===== config.mk =====
export PLATFORM = sky130hd
export DESIGN_NAME = gpib_line_responder
export DESIGN_NICKNAME = d
export VERILOG_FILES = /design/src/rtl/gcr_pkg.sv /design/src/rtl/gcr_sync.sv /design/src/rtl/gcr_evt_latch.sv /design/src/rtl/gcr_xcvr_ctl.sv /design/src/rtl/gpib_line_responder.sv
export SDC_FILE = /design/constraint.sdc
export NUM_CORES = 1
export LEC_CHECK = 0
export BUFFER_PORTS_ARGS = -buffer_cell sky130_fd_sc_hd__buf_2
export CAP_MARGIN = 20
export CORE_MARGIN = 2
export CORE_UTILIZATION = 62
export CTS_BUF_LIST = sky130_fd_sc_hd__clkbuf_16
export DETAILED_ROUTE_END_ITERATION = 10
export MAX_ROUTING_LAYER = met4
export PLACE_DENSITY = 0.9
export SYNTH_ARGS = -nofsm -noshare
export SYNTH_HDL_FRONTEND = slang
export SYNTH_HIERARCHICAL = 1
export SYNTH_SLANG_ARGS = --single-unit

===== constraint.sdc =====
create_clock -name clk -period 2.5 [get_ports clk]
set_clock_uncertainty 0.15 [all_clocks]
set_input_delay 0.125 -clock clk [delete_from_list [all_inputs] [get_ports clk]]
set_output_delay 0.125 -clock clk [all_outputs]
set_load 0.01 [all_outputs]

===== src/rtl/gcr_pkg.sv =====
// Package: shared field positions and widths for the GPIB control-line responder.
// Assumes the register port is a plain single-cycle write strobe and a
// combinational read word.
package gcr_pkg;
    localparam int WR_W        = 5;
    localparam int RD_W        = 5;
    localparam int NUM_LINES   = 3;
    localparam int NUM_FLAGS   = 2;

    // Index of each synchronized line inside the line vector
    localparam int LN_REN      = 0;
    localparam int LN_IFC      = 1;
    localparam int LN_ATN      = 2;

    // Write word fields
    localparam int WB_CLR_REN  = 0;
    localparam int WB_CLR_IFC  = 1;
    localparam int WB_TX_DATA  = 2;
    localparam int WB_TX_HS    = 3;
    localparam int WB_SRQ      = 4;

    // Read word fields
    localparam int RB_FLAG_REN = 0;
    localparam int RB_FLAG_IFC = 1;
    localparam int RB_LIVE_ATN = 2;
    localparam int RB_LIVE_REN = 3;
    localparam int RB_LIVE_IFC = 4;

    typedef struct packed {
        logic te;   // 1 = transmit, 0 = receive
        logic cd;   // 1 = chip disabled
    } xcvr_ctl_t;
endpackage


===== src/rtl/gcr_sync.sv =====
// Module: gcr_sync
// Multi-bit synchronizer built as a chain of flops for asynchronous, active-high
// levels. Assumes each bit is independent, so no coherency between bits is needed.
// Reset clears every stage to 0, which means deasserted.
module gcr_sync #(
    parameter int W      = 3,
    parameter int STAGES = 2
) (
    input  logic         clk,
    input  logic         rst_n,
    input  logic [W-1:0] d_in,
    output logic [W-1:0] q_out
);
    logic [W-1:0] stg [STAGES];

    // Shift the sampled levels through the chain of stages
    always_ff @(posedge clk) begin
        if (!rst_n) begin
            for (int i = 0; i < STAGES; i++) stg[i] <= '0;
        end else begin
            stg[0] <= d_in;
            for (int i = 1; i < STAGES; i++) stg[i] <= stg[i-1];
        end
    end

    assign q_out = stg[STAGES-1];
endmodule


===== src/rtl/gcr_evt_latch.sv =====
// Module: gcr_evt_latch
// Sticky event flag with a watchdog on how long it stays set. The flag sets on
// an asserted, already-synchronized level. The set has priority over a clear
// in the same cycle. stale rises when the flag has been held LIMIT edges.
module gcr_evt_latch #(
    parameter int LIMIT = 200_000
) (
    input  logic clk,
    input  logic rst_n,
    input  logic set_lvl,
    input  logic clr,
    output logic held,
    output logic stale
);
    localparam int CW = $clog2(LIMIT + 1);

    logic          flag_q;
    logic [CW-1:0] age_q;

    // Sticky flag: the set wins over the clear
    always_ff @(posedge clk) begin
        if (!rst_n)       flag_q <= 1'b0;
        else if (set_lvl) flag_q <= 1'b1;
        else if (clr)     flag_q <= 1'b0;
    end

    // Age counter: runs while the flag is set and saturates at LIMIT
    always_ff @(posedge clk) begin
        if (!rst_n || !flag_q)        age_q <= '0;
        else if (age_q != CW'(LIMIT)) age_q <= age_q + 1'b1;
    end

    assign held  = flag_q;
    assign stale = flag_q && (age_q == CW'(LIMIT));
endmodule


===== src/rtl/gcr_xcvr_ctl.sv =====
// Module: gcr_xcvr_ctl
// Combinational override of the transceiver controls. ATN or IFC forces receive.
// IFC also disables both chips and raises the halt indication. Assumes atn and
// ifc are synchronized and active high.
module gcr_xcvr_ctl
    import gcr_pkg::*;
(
    input  logic      atn,
    input  logic      ifc,
    input  logic      req_data,
    input  logic      req_hs,
    output xcvr_ctl_t data_ctl,
    output xcvr_ctl_t hs_ctl,
    output logic      halted
);
    logic block_tx;

    // Decide direction and enable from the bus state and the firmware request
    always_comb begin
        block_tx    = atn || ifc;
        data_ctl.te = req_data && !block_tx;
        hs_ctl.te   = req_hs   && !block_tx;
        data_ctl.cd = ifc;
        hs_ctl.cd   = ifc;
        halted      = ifc;
    end
endmodule


===== src/rtl/gpib_line_responder.sv =====
// Module: gpib_line_responder (top)
// Fast hardware responder for the GPIB REN, IFC and ATN control lines. It
// synchronizes the low-true lines, keeps sticky REN and IFC flags with stale
// watchdogs, overrides transceiver direction in hardware, and holds the
// firmware transmit requests and the service-request bit.
// Assumes: the bus lines are asynchronous to clk; TIMEOUT_CYCLES equals 1 ms
// of clk (200 MHz by default).
module gpib_line_responder
    import gcr_pkg::*;
#(
    parameter int SYNC_STAGES    = 2,
    parameter int TIMEOUT_CYCLES = 200_000
) (
    input  logic            clk,
    input  logic            rst_n,
    input  logic            bus_ren_n,
    input  logic            bus_ifc_n,
    input  logic            bus_atn_n,
    input  logic            reg_wr_en,
    input  logic [WR_W-1:0] reg_wdata,
    output logic [RD_W-1:0] reg_rdata,
    output logic            data_te,
    output logic            data_cd,
    output logic            hs_te,
    output logic            hs_cd,
    output logic            bus_halted,
    output logic            srq_n
    ,
    output logic [NUM_FLAGS-1:0] latch_stale
);
    logic [NUM_LINES-1:0] line_raw;
    logic [NUM_LINES-1:0] line_s;
    logic [NUM_FLAGS-1:0] flag_set;
    logic [NUM_FLAGS-1:0] flag_clr;
    logic [NUM_FLAGS-1:0] flag_held;
    logic                 req_data_q;
    logic                 req_hs_q;
    logic                 srq_q;
    xcvr_ctl_t            data_ctl;
    xcvr_ctl_t            hs_ctl;

    // Turn the low-true pins into active-high levels
    always_comb begin
        line_raw[LN_REN] = !bus_ren_n;
        line_raw[LN_IFC] = !bus_ifc_n;
        line_raw[LN_ATN] = !bus_atn_n;
    end

    gcr_sync #(.W(NUM_LINES), .STAGES(SYNC_STAGES)) u_sync (
        .clk   (clk),
        .rst_n (rst_n),
        .d_in  (line_raw),
        .q_out (line_s)
    );

    // Map the set and clear sources onto the flag slots (0 = REN, 1 = IFC)
    always_comb begin
        flag_set[0] = line_s[LN_REN];
        flag_set[1] = line_s[LN_IFC];
        flag_clr[0] = reg_wr_en && reg_wdata[WB_CLR_REN];
        flag_clr[1] = reg_wr_en && reg_wdata[WB_CLR_IFC];
    end

    for (genvar g = 0; g < NUM_FLAGS; g++) begin : g_flag
        gcr_evt_latch #(.LIMIT(TIMEOUT_CYCLES)) u_latch (
            .clk     (clk),
            .rst_n   (rst_n),
            .set_lvl (flag_set[g]),
            .clr     (flag_clr[g]),
            .held    (flag_held[g]),
            .stale   (latch_stale[g])
        );
    end

    // Firmware control bits: every write replaces them
    always_ff @(posedge clk) begin
        if (!rst_n) begin
            req_data_q <= 1'b0;
            req_hs_q   <= 1'b0;
            srq_q      <= 1'b0;
        end else if (reg_wr_en) begin
            req_data_q <= reg_wdata[WB_TX_DATA];
            req_hs_q   <= reg_wdata[WB_TX_HS];
            srq_q      <= reg_wdata[WB_SRQ];
        end
    end

    gcr_xcvr_ctl u_xcvr (
        .atn      (line_s[LN_ATN]),
        .ifc      (line_s[LN_IFC]),
        .req_data (req_data_q),
        .req_hs   (req_hs_q),
        .data_ctl (data_ctl),
        .hs_ctl   (hs_ctl),
        .halted   (bus_halted)
    );

    // Assemble the read word and drive the pins
    always_comb begin
        reg_rdata              = '0;
        reg_rdata[RB_FLAG_REN] = flag_held[0];
        reg_rdata[RB_FLAG_IFC] = flag_held[1];
        reg_rdata[RB_LIVE_ATN] = line_s[LN_ATN];
        reg_rdata[RB_LIVE_REN] = line_s[LN_REN];
        reg_rdata[RB_LIVE_IFC] = line_s[LN_IFC];
        data_te                = data_ctl.te;
        data_cd                = data_ctl.cd;
        hs_te                  = hs_ctl.te;
        hs_cd                  = hs_ctl.cd;
        srq_n                  = !srq_q;
    end
endmodule


==> impl_results.md <==
- Htree depth: 2
- TritonCTS clock tree: built
- Fill cells: 220
- Reg clk slew, reported paths: about 0.06 ns
- Gr ovfl total: 0
- Vias/cell: 5.62
- WHS Path Cells: 3
- Critical path's top delay family: simple AND/OR/NAND/NOR gates
- R2r setup slk: 0.70 ns
- Worst hold start: reg_wr_en
- CTS Hold Bufs: 6
- Post-Synth Simple-Gate Area: about a third
- Multiplexer area fraction after synthesis: 2.24%
- Synthesized area: 2230 µm²
- Gpl congestion: 0.862
- HP Class: input port to flip-flop
- Total of max-cap violations: 0
- Post-CTS Setup Bufs: 0
- GRT Resource Usage Total: 24.8%
- Final worst path period share: 84.0%
- Die X-Extent: 64.0 µm
- Most frequent cells in the layout: 47 x dfxtp_1, 32 x nor2_1, 23 x buf_2, 18 x nand3_1, 15 x xnor2_1
- Leak pwr: roughly 0.91 nW
- Share of the synthesized area in the top cell type: 42.1%
- Critical-path maximum fanout: 6
- Setup_tns: 0 ns
- RSZ-0062 raised after global routing: no
- Number of global-route vias before repair: 1776
- Fmax: 476 MHz
- Slew @ Worst Pin: around 0.6 ns
- Max Slew Vio Count: 0
- Slowest-stage cell, CP: nor4_1
- Largest area contributor in the netlist: dfxtp_1
- Global-route wire length before repair: 7710 µm
- Crit path kind: flip-flop to output pin
- I/O Buffers: 23
- Critical path capture point type: output pin
- Yosys warnings: 6
- Hold path endpoint: req_data_q$_SDFFE_PN0P_
- Crit path DAT: 1.82 ns
- Largest family of logic cells by synthesized area: simple AND/OR/NAND/NOR gates
- Wirelength per Cell: 14.5 µm
- Hold Vio Cnt, Final: 0
- Commonest non-fill, non-tap cell in the layout: dfxtp_1
- Area grow syn2layout: 13.4%
- Post-synthesis adder-cell area fraction: under 10%
- Sequential-to-total area share from yosys stat: 42.1%
- Bufs and invs on worst path: 1
- Worst stage delay on the critical path: roughly 0.38 ns
- CTS max path bufs: 2
- Floorplan core area: 3390 µm²
- Num Clock Sinks: 47
- CP Launch Type: flip-flop
- FF-to-FF Start: g_flag[1].u_latch/age_q[0]$_SDFFE_PP0P_
- Net Count, Synth: 262
- Worst skew pair latency: 0.28 ns
- Pwr Density: 570 nW/µm²
- Die ar.: between 4000 and 5000 µm²
- Final instance count without filler cells: 317
- Synthesized flop and latch total: 47
- Worst rel slew slack: 60.5%
- Drt pass-1 iters: 4
- Worst Reg-to-Reg Cells: 5
- Die span in y: 64.0 µm
- Minimum clock period: 2.10 ns
- Hpwl dp: 3000 µm
- Ratio of cells with drive above 1 in the final layout: 15.9%
- DRT iter0 DRCs: 147
- Ant diodes: 0
- Xor and xnor area share after synthesis: about 9.0%
- Synth cell types: 39
- VDD IR-drop max: 0.000437 V
- Complex-gate fraction of the synthesized area: roughly 5.9%
- Crit-path cells: nor4_1, nand4_1, nor2_1, and2_1, buf_2
- Status: completed
- Post_cts resized: 0
- # setup viols final: 0
- CTS Root Cell: clkbuf_16
- Worst path required time: 2.23 ns
- Largest net degree at the start of global routing: 24
- Num CTS Buffers: 5
- Initial antenna violation count: 0
- Post-synthesis cell count: 247
- Placed Cells: 304
- Post-DRT Antenna Nets: 0
- Vias: roughly 1800
- I/O pin count: 24
- Worst reg2reg endpoint: g_flag[1].u_latch/age_q[14]$_SDFFE_PP0P_
- Final WL: 4610 µm
- Initial Util: between 60% and 70%
- Syn avg cell area: 9.05 µm²
- Ranking of synthesized cells by area: dfxtp_1 42%, xnor2_1 5.9%, nor2_1 5.4%
- Rows: 21
- Final #Nets: 286
- Residual DRC count: 0
how the worst max path moves through the flow:
| stage | endpoint | slack [ns] | cells after the start | start |
|---|---|---|---|---|
| global placement | g_flag[0].u_latch/age_q[14]$_SDFFE_PP0P_ | 0.80 | 5 | g_flag[0].u_latch/age_q[0]$_SDFFE_PP0P_ |
| finish | latch_stale[0] | 0.40 | 5 | g_flag[0].u_latch/age_q[12]$_SDFFE_PP0P_ |
| CTS | latch_stale[0] | 0.42 | 5 | g_flag[0].u_latch/age_q[12]$_SDFFE_PP0P_ |
| global route | latch_stale[0] | 0.30 | 5 | g_flag[0].u_latch/age_q[12]$_SDFFE_PP0P_ |
| detailed placement | g_flag[1].u_latch/age_q[14]$_SDFFE_PP0P_ | 0.72 | 5 | g_flag[1].u_latch/age_q[0]$_SDFFE_PP0P_ |
| floorplan | g_flag[0].u_latch/age_q[8]$_SDFFE_PP0P_ | 0.90 | 4 | g_flag[0].u_latch/age_q[0]$_SDFFE_PP0P_ |
routing by layer:
metal	track usage [%]	share of wire [%]	vias to the layer above	routed length [µm]
met1	25.7	43	825	1980
met5	-	0	-	0
met4	13.6	3.0	0	137
met2	42.8	51	35	2340
li1	-	-	904	-
met3	6.16	3.4	17	156
cell usage after synthesis:
library cell and n:
clkbuf_1 6, ha_1 4, nor4_2 3, or3_1 4
a31oi_1 1, nand4b_1 2, nand3_2 1, nand4_4 1
nor3_1 7, nand3b_1 2, nor2b_1 5, inv_1 11
o22ai_1 2, and4b_1 2, o21ai_0 7, xnor2_1 15
dfxtp_1 47, nor3b_1 2, o31ai_1 2, a21oi_1 6
nand4_2 3, nand2_1 8, nand4_1 8, xor2_1 8
a41o_1 1, and2_1 8, and4_1 3, buf_4 6
nand2b_1 3, and2_2 2, nor2_1 32, nand3_1 18
mux2i_1 5, or3_2 1, and4bb_2 2, nor4_1 5
nor4_4 1, a31o_1 1, o21a_1 2
metrics by stage:
stage / setup slack, ns / cell area, µm² / hold WS [ns] / power [W] / util, %
finish: 0.401 / 2530 / 0.0447 / 0.00144 / 74.8
CTS: 0.420 / 2530 / 0.0517 / 0.00145 / 74.8
detailed placement: 0.719 / 2340 / 0.245 / 0.000832 / 69.0
global placement: 0.804 / 2340 / 0.239 / 0.000829 / 69.0
floorplan: 0.904 / 2230 / 0.0967 / 0.000814 / -
global route: 0.303 / 2530 / 0.0879 / 0.00149 / 74.8
cell families (layout without fill, tap and decap cells):
group	Yosys count	in the layout
AO/OA/AOI/OAI	22	22
multiplexers	5	5
flip-flops	47	47
XOR/XNOR	23	23
buffers and inverters	23	47
adder cells (fa/ha/maj)	4	4
AND/OR/NAND/NOR	123	123
where the power goes:
group / switching (W) / internal, W / leakage (nW)
sequential: 0.00000904 / 0.000759 / 0.381
combinational: 0.0000269 / 0.0000282 / 0.461
clock: 0.000261 / 0.000359 / 0.0671
total: 0.000297 / 0.00115 / 0.908
worst reg2reg max path, cell delays in order (launching register included):
cell,delay (ns)
dfxtp_1,0.45
ha_1,0.27
nand3_2,0.18
nand2b_1,0.23
or3_1,0.31
a21oi_1,0.14
final cells by class:
class	instances	area, µm²	share of cell area, %
Tap cell	46	57.6	2.27
Clock buffer	5	125	4.94
Clock inverter	2	8.76	0.346
Multi-Input combinational cell	177	1180	46.8
Timing Repair Buffer	29	175	6.91
Inverter	11	41.3	1.63
Sequential cell	47	941	37.1
sequential cells by signal, indices dropped and copies added, names as in the netlist:
| signal | cells |
|---|---|
| g_flag.u_latch/age_q | 36 |
| u_sync/stg | 6 |
| g_flag.u_latch/held | 2 |
| req_data_q | 1 |
| req_hs_q | 1 |
| srq_q | 1 |
Power figures use the tool's default switching activity.
